[src/rtl/activity_watchdog.sv]
module activity_watchdog #(
  parameter int TIMEOUT_CYCLES = 40,
  parameter int SYNC_STAGES    = 2
) (
  input  logic clk,
  input  logic wdi_i,
  input  logic enable_i,
  input  logic rst_active_i,
  output logic expire_o
);
  localparam int CW = (TIMEOUT_CYCLES > 2) ? $clog2(TIMEOUT_CYCLES) : 1;
  localparam logic [CW-1:0] LAST = CW'(TIMEOUT_CYCLES - 1);

  logic [SYNC_STAGES-1:0] sync_q;
  logic                   prev_q;
  logic [CW-1:0]          cnt_q;

  wire toggled = sync_q[SYNC_STAGES-1] ^ prev_q;
  wire clear   = rst_active_i | ~enable_i | toggled;
  wire at_end  = (cnt_q == LAST);

  always_ff @(posedge clk) begin
    sync_q <= {sync_q[SYNC_STAGES-2:0], wdi_i};
    prev_q <= sync_q[SYNC_STAGES-1];
  end

  always_ff @(posedge clk) begin
    if (clear || at_end) cnt_q <= '0;
    else                 cnt_q <= cnt_q + 1'b1;
    expire_o <= ~clear & at_end;
  end
endmodule

[config.mk]
export PLATFORM = sky130hd
export DESIGN_NAME = activity_watchdog
export DESIGN_NICKNAME = d
export VERILOG_FILES = /design/src/rtl/activity_watchdog.sv
export SDC_FILE = /design/constraint.sdc
export NUM_CORES = 1
export LEC_CHECK = 0
export ABC_AREA = 0
export BUFFER_PORTS_ARGS = -buffer_cell sky130_fd_sc_hd__buf_2
export CAP_MARGIN = 30
export CORE_AREA = 2 2 39 41
export DETAILED_ROUTE_END_ITERATION = 6
export DIE_AREA = 0 0 41 43
export GPL_ROUTABILITY_DRIVEN = 0
export HOLD_SLACK_MARGIN = 0.03
export SYNTH_ARGS = -nofsm -noshare
export SYNTH_HDL_FRONTEND = slang
export SYNTH_SLANG_ARGS = --single-unit
[constraint.sdc]
create_clock -name clk -period 1.5 [get_ports clk]
set_clock_uncertainty 0.1 [all_clocks]
set_input_delay 0.15 -clock clk [delete_from_list [all_inputs] [get_ports clk]]
set_output_delay 0.15 -clock clk [all_outputs]
set_load 0.01 [all_outputs]
# == After elaboration in Yosys (flattened, before gate mapping) ==
# Cells that the tools add are included.
# op_classes
eq_ne,1
n_addsub,1
n_bitwise,6
reduce_logical,1
# op_table
cell,count
6-bit by 1-bit adder with 6-bit output (second input constant),1
6-bit == test (second input constant),1
1-bit inverter,2
1-bit bitwise OR,2
1-bit bitwise AND,1
1-bit logical OR,1
1-bit XOR,1
# word_totals
register_bits,10
elab_cells,13
inputBits,4
output_inout_bits,1

# == Logic depth before layout (Yosys ltp) ==
# Gate-level depths: netlist of the first run.
# logic_depth
ltp_word,5
ltp_mapped,4
ltp_nobuf,4

# == Least setup slack after synthesis of the first run ==
# OpenSTA, ideal clock, no wires.
# synth_timing
path_type,register -> register
startpoint,register cnt_q[0]
endpoint,register cnt_q[3]
t_required_ps,1271
setup_time_ps,129
period_less_slack_ps,1265
path_slack_ps,235
path_stages_with_launch,5
arrival_ps,1037
path_buffers,0
path_cell_list,dfxtp_1 ha_1 nand4bb_1 o211ai_1 nor2_1
# synth_via
elab_chain_len,2
elab_cells_between_ends,3
cone_classes,1 x add/sub; 1 x eq/ne; 1 x reduce/logical
# synth_rtl
element,line_no,source
start: declaration,16,logic [CW-1:0] cnt_q;
start signal: assignment,29,else cnt_q <= cnt_q + 1'b1;
"parallel branches: the longest is 2 deep, another holds 6-bit by 1-bit adder with 6-bit output",-,
# Parallel ways; which one is timed is not known.
# A chain may end at the register's enable or synchronous reset.

# == Final worst setup path of the first run ==
# layout_timing
startpoint,register cnt_q[1]
endpoint,register cnt_q[3]
# The elaborated chain is that of the path after synthesis.

==> metrics, run 1 <==
detailed-route DRC error count 0; Setup CP Type flop to flop; port bufs 4; Setup-failing EPs final 0; Initial DRC Count 4; crit path capture cnt_q[3]$_SDFF_PP0_; reg2reg path depth 5; final hold slack 0.0950 ns; reg2reg end cnt_q[3]$_SDFF_PP0_; Die Ht 43 um; layout filler cell count 138; largest net degree at the start of global routing 7; initial antenna violation count 0; worst skew pair latency 0.26 ns; peak supply drop 0.420 mV; Worst Setup SP cnt_q[1]$_SDFF_PP0_; non-filler cells, final 60; pre-CTS setup slack 0.111 ns; max_slew headroom 86.0%; largest cells by area after synthesis dfxtp_1 58%, nor2_1 5.4%, xnor2_1 5.1%; ANT cells 0; crit path capture type flop; DR WL/cell 9.05 um; Max stage delay on crit path 0.35 ns; Synth top area share 57.8%; power per cell area 1190 nW/um^2; Fmax achieved 770 MHz; Pre-antenna DRT Iters 2; clk slew on worst S/H paths 0.06 ns; crit-path cells ha_1, nand4bb_1, o211ai_1, buf_4, nor2_1; flop2flop setup slack 0.20 ns; Die X 41 um; Hold Fails Final Rpt 0; vias per std cell 4.13; Synth Register Bits 10; via count 248; Tightest Hold Check Type primary input to flop; number of synthesized flops with an enable pin 0; clk sink count 10; ys flop type dfxtp_1; Layout area overhead 29.2%; outcome completed; ys async rst share 0%; clk root buf clkbuf_4; Reg2Reg Launch Point cnt_q[1]$_SDFF_PP0_; Final Max Tran Viols 0; first-pass GRT wire length 890 um; yosys warns 0; fin crit share 86.5%; HPWL after DPL 420 um; effective utilization at floorplan 25.0%; setup ws final 0.202 ns; routed wire length 543 um; layout cells sized above 1 27.3%; Pleak 0.169 nW; GRT Overall Usage 8.25%; total CTS buffers 3; CORE AREA 1380 sq um; H-tree Lvls 1; Tmin final 1.30 ns; critical path arrival 1.36 ns; gate count after technology mapping 33; Rows 14; setup TNS 0 ns; most frequent cell after synthesis dfxtp_1; CTS max path bufs 2; Cells after DPL 54; syn nets 38; crit-path max FO 4; Synth area leader dfxtp_1; top post-synthesis cells by count 10 x dfxtp_1, 5 x nor2_1; unrepaired setup endpoints after global routing no; unique cell type count in the Yosys netlist 16; Slew @ Worst Pin 0.208 ns; CP max stage cell dfxtp_1; Synth Cell Area 347 sq um; Syn Area/Cell 10.5 sq um; remaining global-route overflow 0; Final Net Count 50; CP Launch Type flop; CTS tree done; Top Ports 5; Detail Route Antenna Nets 0; maxcap violations 0; vias in the first global route 227; Pwr Total 0.534 mW; area of the die 1760 sq um; CP required 1.56 ns; post-CTS sizing 0; register area share after synthesis 57.8%
-- how the worst min path moves through the flow --
stage | from | end | slack, ns | cells after the start
detailed placement | wdi_i | sync_q[0]$_DFF_P_ | 0.16 | 1
floorplan | wdi_i | sync_q[0]$_DFF_P_ | 0.08 | 0
global route | rst_active_i | expire_o$_DFF_P_ | 0.12 | 4
CTS | rst_active_i | expire_o$_DFF_P_ | 0.09 | 4
finish | rst_active_i | expire_o$_DFF_P_ | 0.1 | 4
global placement | wdi_i | sync_q[0]$_DFF_P_ | 0.15 | 1
-- final cells by class --
class	instances	area [sq um]	area share, %
Clock buffer	4	36.3	8.10
Inverter	2	7.51	1.68
Multi-Input combinational cell	21	139	31.0
Sequential cell	10	200	44.7
Tap cell	16	20.0	4.47
Timing Repair Buffer	7	45.0	10.1
-- sequential cells by signal, summed over array words and instances (netlist names) --
signal,flops
cnt_q,6
expire_o,1
sync_q,2
prev_q,1
-- power breakdown --
group | leakage (nW) | internal (mW) | switching [mW]
clock network | 0.0210 | 0.147 | 0.0902
logic | 0.0659 | 0.0121 | 0.00885
registers | 0.0818 | 0.272 | 0.00326
total | 0.169 | 0.431 | 0.102
-- placed cells by master (no fill, tap or decap) --
cell type / count
nand2_1: 2
nand3_1: 1
nand4bb_1: 1
o211ai_1: 1
clkbuf_4: 3
inv_1: 2
ha_1: 1
nor2b_1: 1
clkbuf_8: 1
dlygate4sd3_1: 1
xnor2_1: 2
nand3_2: 1
nor3_1: 1
o21ai_0: 1
nor2_1: 5
a21oi_2: 1
buf_4: 2
buf_2: 4
dfxtp_1: 10
or3_1: 1
xor2_1: 2
-- metal layers --
metal,share of wire [%],track usage (%)
met3,9.0,7.85
met4,0,4.00
met5,0,0
met2,48,10.9
met1,43,8.41
-- cell families after synthesis --
group           synth area share, %
flops                          57.8
fa+ha+maj                      3.61
simple gates                   20.2
xor+xnor                       10.1
buf+inv                        2.17
compound gates                 6.14
-- per-stage QoR --
step / utilization [%] / area (sq um)
floorplan: - / 347
global placement: 28.5 / 394
detailed placement: 28.5 / 394
CTS: 31.8 / 440
global route: 32.4 / 448
finish: 32.4 / 448
-- critical path, delay by kind of cell (launching register included) --
family,cells,cell delay [ns]
AO/OA/AOI/OAI,1,0.20
adder cells (fa/ha/maj),1,0.20
buffers and inverters,1,0.16
flip-flops,1,0.35
AND/OR/NAND/NOR,2,0.18
-- timing repair --
item,in CTS,in global routing
hold buffers,1,0
setup endpoints to repair,0,3
setup buffers,0,1
hold endpoints to repair,1,0
Note: power is estimated with default switching activity, not from simulation.
==> run 2: changes to the inputs <==
Settings changed: GPL_TIMING_DRIVEN from default to 0.
==> metrics, run 2 (synthesis gave the netlist of run 1 again) <==
Detail Route Antenna Nets 0; crit-path cells ha_1, nand4bb_1, o211ai_1, buf_4, nor2_1; critical path arrival 1.37 ns; CTS max path bufs 2; Setup-failing EPs final 0; CORE AREA 1380 sq um; vias in the first global route 201; vias per std cell 4.05; initial antenna violation count 0; hold path start rst_active_i; Initial DRC Count 0; Tightest Hold Check Type primary input to flop; crit path capture type flop; Reg2Reg Launch Point cnt_q[0]$_SDFF_PP0_; final instance area 427 sq um; DR WL/cell 8.72 um; CP Launch Type flop; Die X 41 um; placement-stage cell area 387 sq um; detailed-route DRC error count 0; effective utilization at floorplan 25.0%; CTS tree done; Top delay family on crit path flip-flops; power per cell area 1090 nW/um^2; Pleak 0.156 nW; routed wire length 506 um; CP bufs+invs 1; clk slew on worst S/H paths 0.06 ns; via count 235; reg2reg end cnt_q[0]$_SDFF_PP0_; Pre-antenna DRT Iters 1; post-CTS sizing 0; clk sink count 10; reg2reg path depth 5; outcome completed; flop2flop setup slack 0.19 ns; largest net degree at the start of global routing 6; Die Ht 43 um; remaining global-route overflow 0; fin crit share 87.6%; worst skew pair latency 0.26 ns; commonest cells after routing, fill and taps aside 10 x dfxtp_1, 5 x nor2_1, 4 x buf_2; Top Ports 5; Final Max Tran Viols 0; Final Net Count 49; Fmax achieved 761 MHz; layout cells sized above 1 23.8%; Min-Delay Path Depth 4; setup TNS 0 ns; Hold Fails Final Rpt 0; WHS Endpoint cnt_q[2]$_SDFF_PP0_; HPWL after DPL 358 um; max_slew headroom 87.2%; crit-path max FO 4; GRT Overall Usage 8.04%; number of flip-flops in the largest register 6; CP max stage cell dfxtp_1; biggest regs cnt_q x6, sync_q x2; Setup CP Type flop to flop; commonest non-fill, non-tap cell in the layout dfxtp_1; maxcap violations 0; ANT cells 0; peak supply drop 0.349 mV; unrepaired setup endpoints after global routing no; Slew @ Worst Pin 0.190 ns; Tmin final 1.31 ns; first-pass GRT wire length 772 um; Cells after DPL 53; clk root buf clkbuf_4; Layout area overhead 23.1%; Max stage delay on crit path 0.37 ns; H-tree Lvls 1; area of the die 1760 sq um; Rows 14; total CTS buffers 3; port bufs 4; register bank with the most flops cnt_q; CP required 1.55 ns; non-filler cells, final 58
-- run 2: power breakdown --
group          switching, mW  internal, mW  total, mW  leakage (nW)
sequential           0.00332         0.272      0.275        0.0818
combinational        0.00756        0.0105     0.0180        0.0606
clock                 0.0812        0.0921      0.173        0.0138
-- run 2: cell type report --
type	count	area [sq um]
clock buffers	3	22.5
multi-input cells	21	139
inverters	2	7.51
well taps	16	20.0
fillers	146	957
flip-flops and latches	10	200
repair buffers	6	37.5
-- run 2: worst min-delay path, cell delays in order --
cell	delay, ns
buf_2	0.07
nor2b_1	0.04
nand2_1	0.09
nor2_1	0.06
-- run 2: routing by layer --
layer  vias up  GRT usage (%)  part of all wire [%]  wire length, um
li1        127              -                     -                -
met1       101           7.42                    46              231
met2         5           9.38                    47              236
met3         2           4.71                   4.7               24
met4         0           12.0                   2.8               14
met5         -              0                     0                0
-- run 2: stage by stage --
step                      hold slack, ns  utilization (%)  power [mW]  worst slack (ns)
after floorplan                   0.0777                -       0.290             0.235
after global placement             0.153             27.9       0.295            0.0810
after detailed placement           0.154             27.9       0.295            0.0838
after CTS                         0.0992             30.3       0.474            0.0692
final                              0.106             30.8       0.466             0.186
after global routing               0.150             30.8       0.494             0.112
-- run 2: how the worst max path moves through the flow --
stage / from / end / cells past startpoint
floorplan: cnt_q[0]$_SDFF_PP0_ / cnt_q[3]$_SDFF_PP0_ / 4
global placement: cnt_q[0]$_SDFF_PP0_ / cnt_q[3]$_SDFF_PP0_ / 4
detailed placement: cnt_q[0]$_SDFF_PP0_ / cnt_q[3]$_SDFF_PP0_ / 4
CTS: cnt_q[0]$_SDFF_PP0_ / cnt_q[3]$_SDFF_PP0_ / 4
global route: cnt_q[0]$_SDFF_PP0_ / cnt_q[3]$_SDFF_PP0_ / 5
finish: cnt_q[0]$_SDFF_PP0_ / cnt_q[0]$_SDFF_PP0_ / 5
-- run 2: timing repair --
action	4_1_cts	5_1_grt
hold buffers	1	0
hold endpoints to repair	1	0
setup buffers	0	1
endpoints found under the setup margin	0	3
==> run 3: changes to the inputs <==
Settings changed: BUFFER_PORTS_ARGS -buffer_cell sky130_fd_sc_hd__buf_2 to default, DONT_BUFFER_PORTS from default to 1.
==> metrics, run 3 (synthesis gave the netlist of run 1 again) <==
outcome completed; post-CTS sizing 0; Tmin final 1.32 ns; first-pass GRT wire length 731 um; H-tree Lvls 1; port bufs 0; commonest non-fill, non-tap cell in the layout dfxtp_1; Die X 41 um; maxcap violations 0; GRT Overall Usage 6.93%; register bank with the most flops cnt_q; Layout area overhead 20.2%; via count 229; crit-path max FO 4; number of flip-flops in the largest register 6; layout cells sized above 1 15.4%; biggest regs cnt_q x6, sync_q x2; clk slew on worst S/H paths 0.06 ns; unrepaired setup endpoints after global routing no; effective utilization at floorplan 25.0%; detailed-route DRC error count 0; peak supply drop 0.333 mV; initial antenna violation count 0; layout filler cell count 141; commonest cells after routing, fill and taps aside 10 x dfxtp_1, 5 x nor2_1, 3 x clkbuf_4; CP required 1.55 ns; crit-path cells ha_1, nand4bb_1, o211ai_1, buf_4, nor2_1; max_slew headroom 86.1%; flop2flop setup slack 0.18 ns; Die Ht 43 um; CTS tree done; total CTS buffers 3; CORE AREA 1380 sq um; area of the die 1760 sq um; Max stage delay on crit path 0.36 ns; Pre-antenna DRT Iters 2; Initial DRC Count 6; Hold Fails Final Rpt 0; Top Ports 5; critical path arrival 1.37 ns; DR WL/cell 8.53 um; vias in the first global route 200; Setup-failing EPs final 0; routed wire length 469 um; remaining global-route overflow 0; setup TNS 0 ns; Slew @ Worst Pin 0.206 ns; non-filler cells, final 55; CP max stage cell dfxtp_1; Detail Route Antenna Nets 0; Pleak 0.143 nW; CP Launch Type flop; CTS max path bufs 2; vias per std cell 4.16; Tightest Hold Check Type primary input to flop; Final Net Count 46; fin crit share 88.1%; Pwr Total 0.465 mW; Setup CP Type flop to flop; final hold slack 0.101 ns; largest net degree at the start of global routing 6; Rows 14; Fmax achieved 757 MHz; power per cell area 1120 nW/um^2; worst skew pair latency 0.26 ns; clk sink count 10; crit path capture type flop; clk root buf clkbuf_4; Cells after DPL 49; Final Max Tran Viols 0; ANT cells 0
## run 3: cell types whose count changed in the layout (fill, tap and decap cells not counted)
cell	change
buf_2	-4
dlygate4sd3_1	+1
## run 3: worst paths after layout
check | startpoint | endpoint | cells past startpoint
worst max-delay path | cnt_q[0]$_SDFF_PP0_ | cnt_q[0]$_SDFF_PP0_ | 5
worst max register to register | cnt_q[0]$_SDFF_PP0_ | cnt_q[0]$_SDFF_PP0_ | 5
worst min-delay path | enable_i | expire_o$_DFF_P_ | 3
worst min register to register | sync_q[0]$_DFF_P_ | sync_q[1]$_DFF_P_ | 0
## run 3: metal layers
metal | vias to the layer above | share of wire, % | global-route usage (%)
met5 | - | 0 | 0
met4 | 0 | 0 | 4.00
met3 | 0 | 11 | 7.85
met2 | 8 | 43 | 8.44
met1 | 100 | 46 | 6.77
li1 | 121 | - | -
## run 3: power by group
group          internal (mW)  total [mW]  switching [mW]
clock network         0.0921       0.173          0.0814
registers              0.272       0.275         0.00315
logic                0.00958      0.0167         0.00707
total                  0.374       0.465          0.0916
## run 3: per-stage QoR
step                util, %  worst slack, ns  area, sq um
finish                 30.1            0.179          417
global placement       26.5           0.0881          367
floorplan                 -            0.235          347
global route           30.1           0.0601          417
detailed placement     26.5           0.0922          367
CTS                    29.6           0.0811          409
## run 3: layout make-up
type,count,area [sq um],share of cell area (%)
clock buffers,3,22.5,5.41
inverters,2,7.51,1.80
well taps,16,20.0,4.80
multi-input cells,21,139,33.3
repair buffers,3,27.5,6.61
flip-flops and latches,10,200,48.0
## run 3: worst max-delay path, delay by kind of cell, from the launching register on
kind,cells,cell delay [ns]
AOI/OAI and AO/OA,1,0.20
adders and majority gates,1,0.21
buffers and inverters,1,0.16
DFF,1,0.36
and+or+nand+nor,2,0.18
## run 3: repair_timing
| action | in CTS | in global routing |
|---|---|---|
| setup buffers | 0 | 1 |
| endpoints found under the setup margin | 0 | 4 |
| hold buffers | 2 | 0 |
| hold endpoints to repair | 4 | 0 |
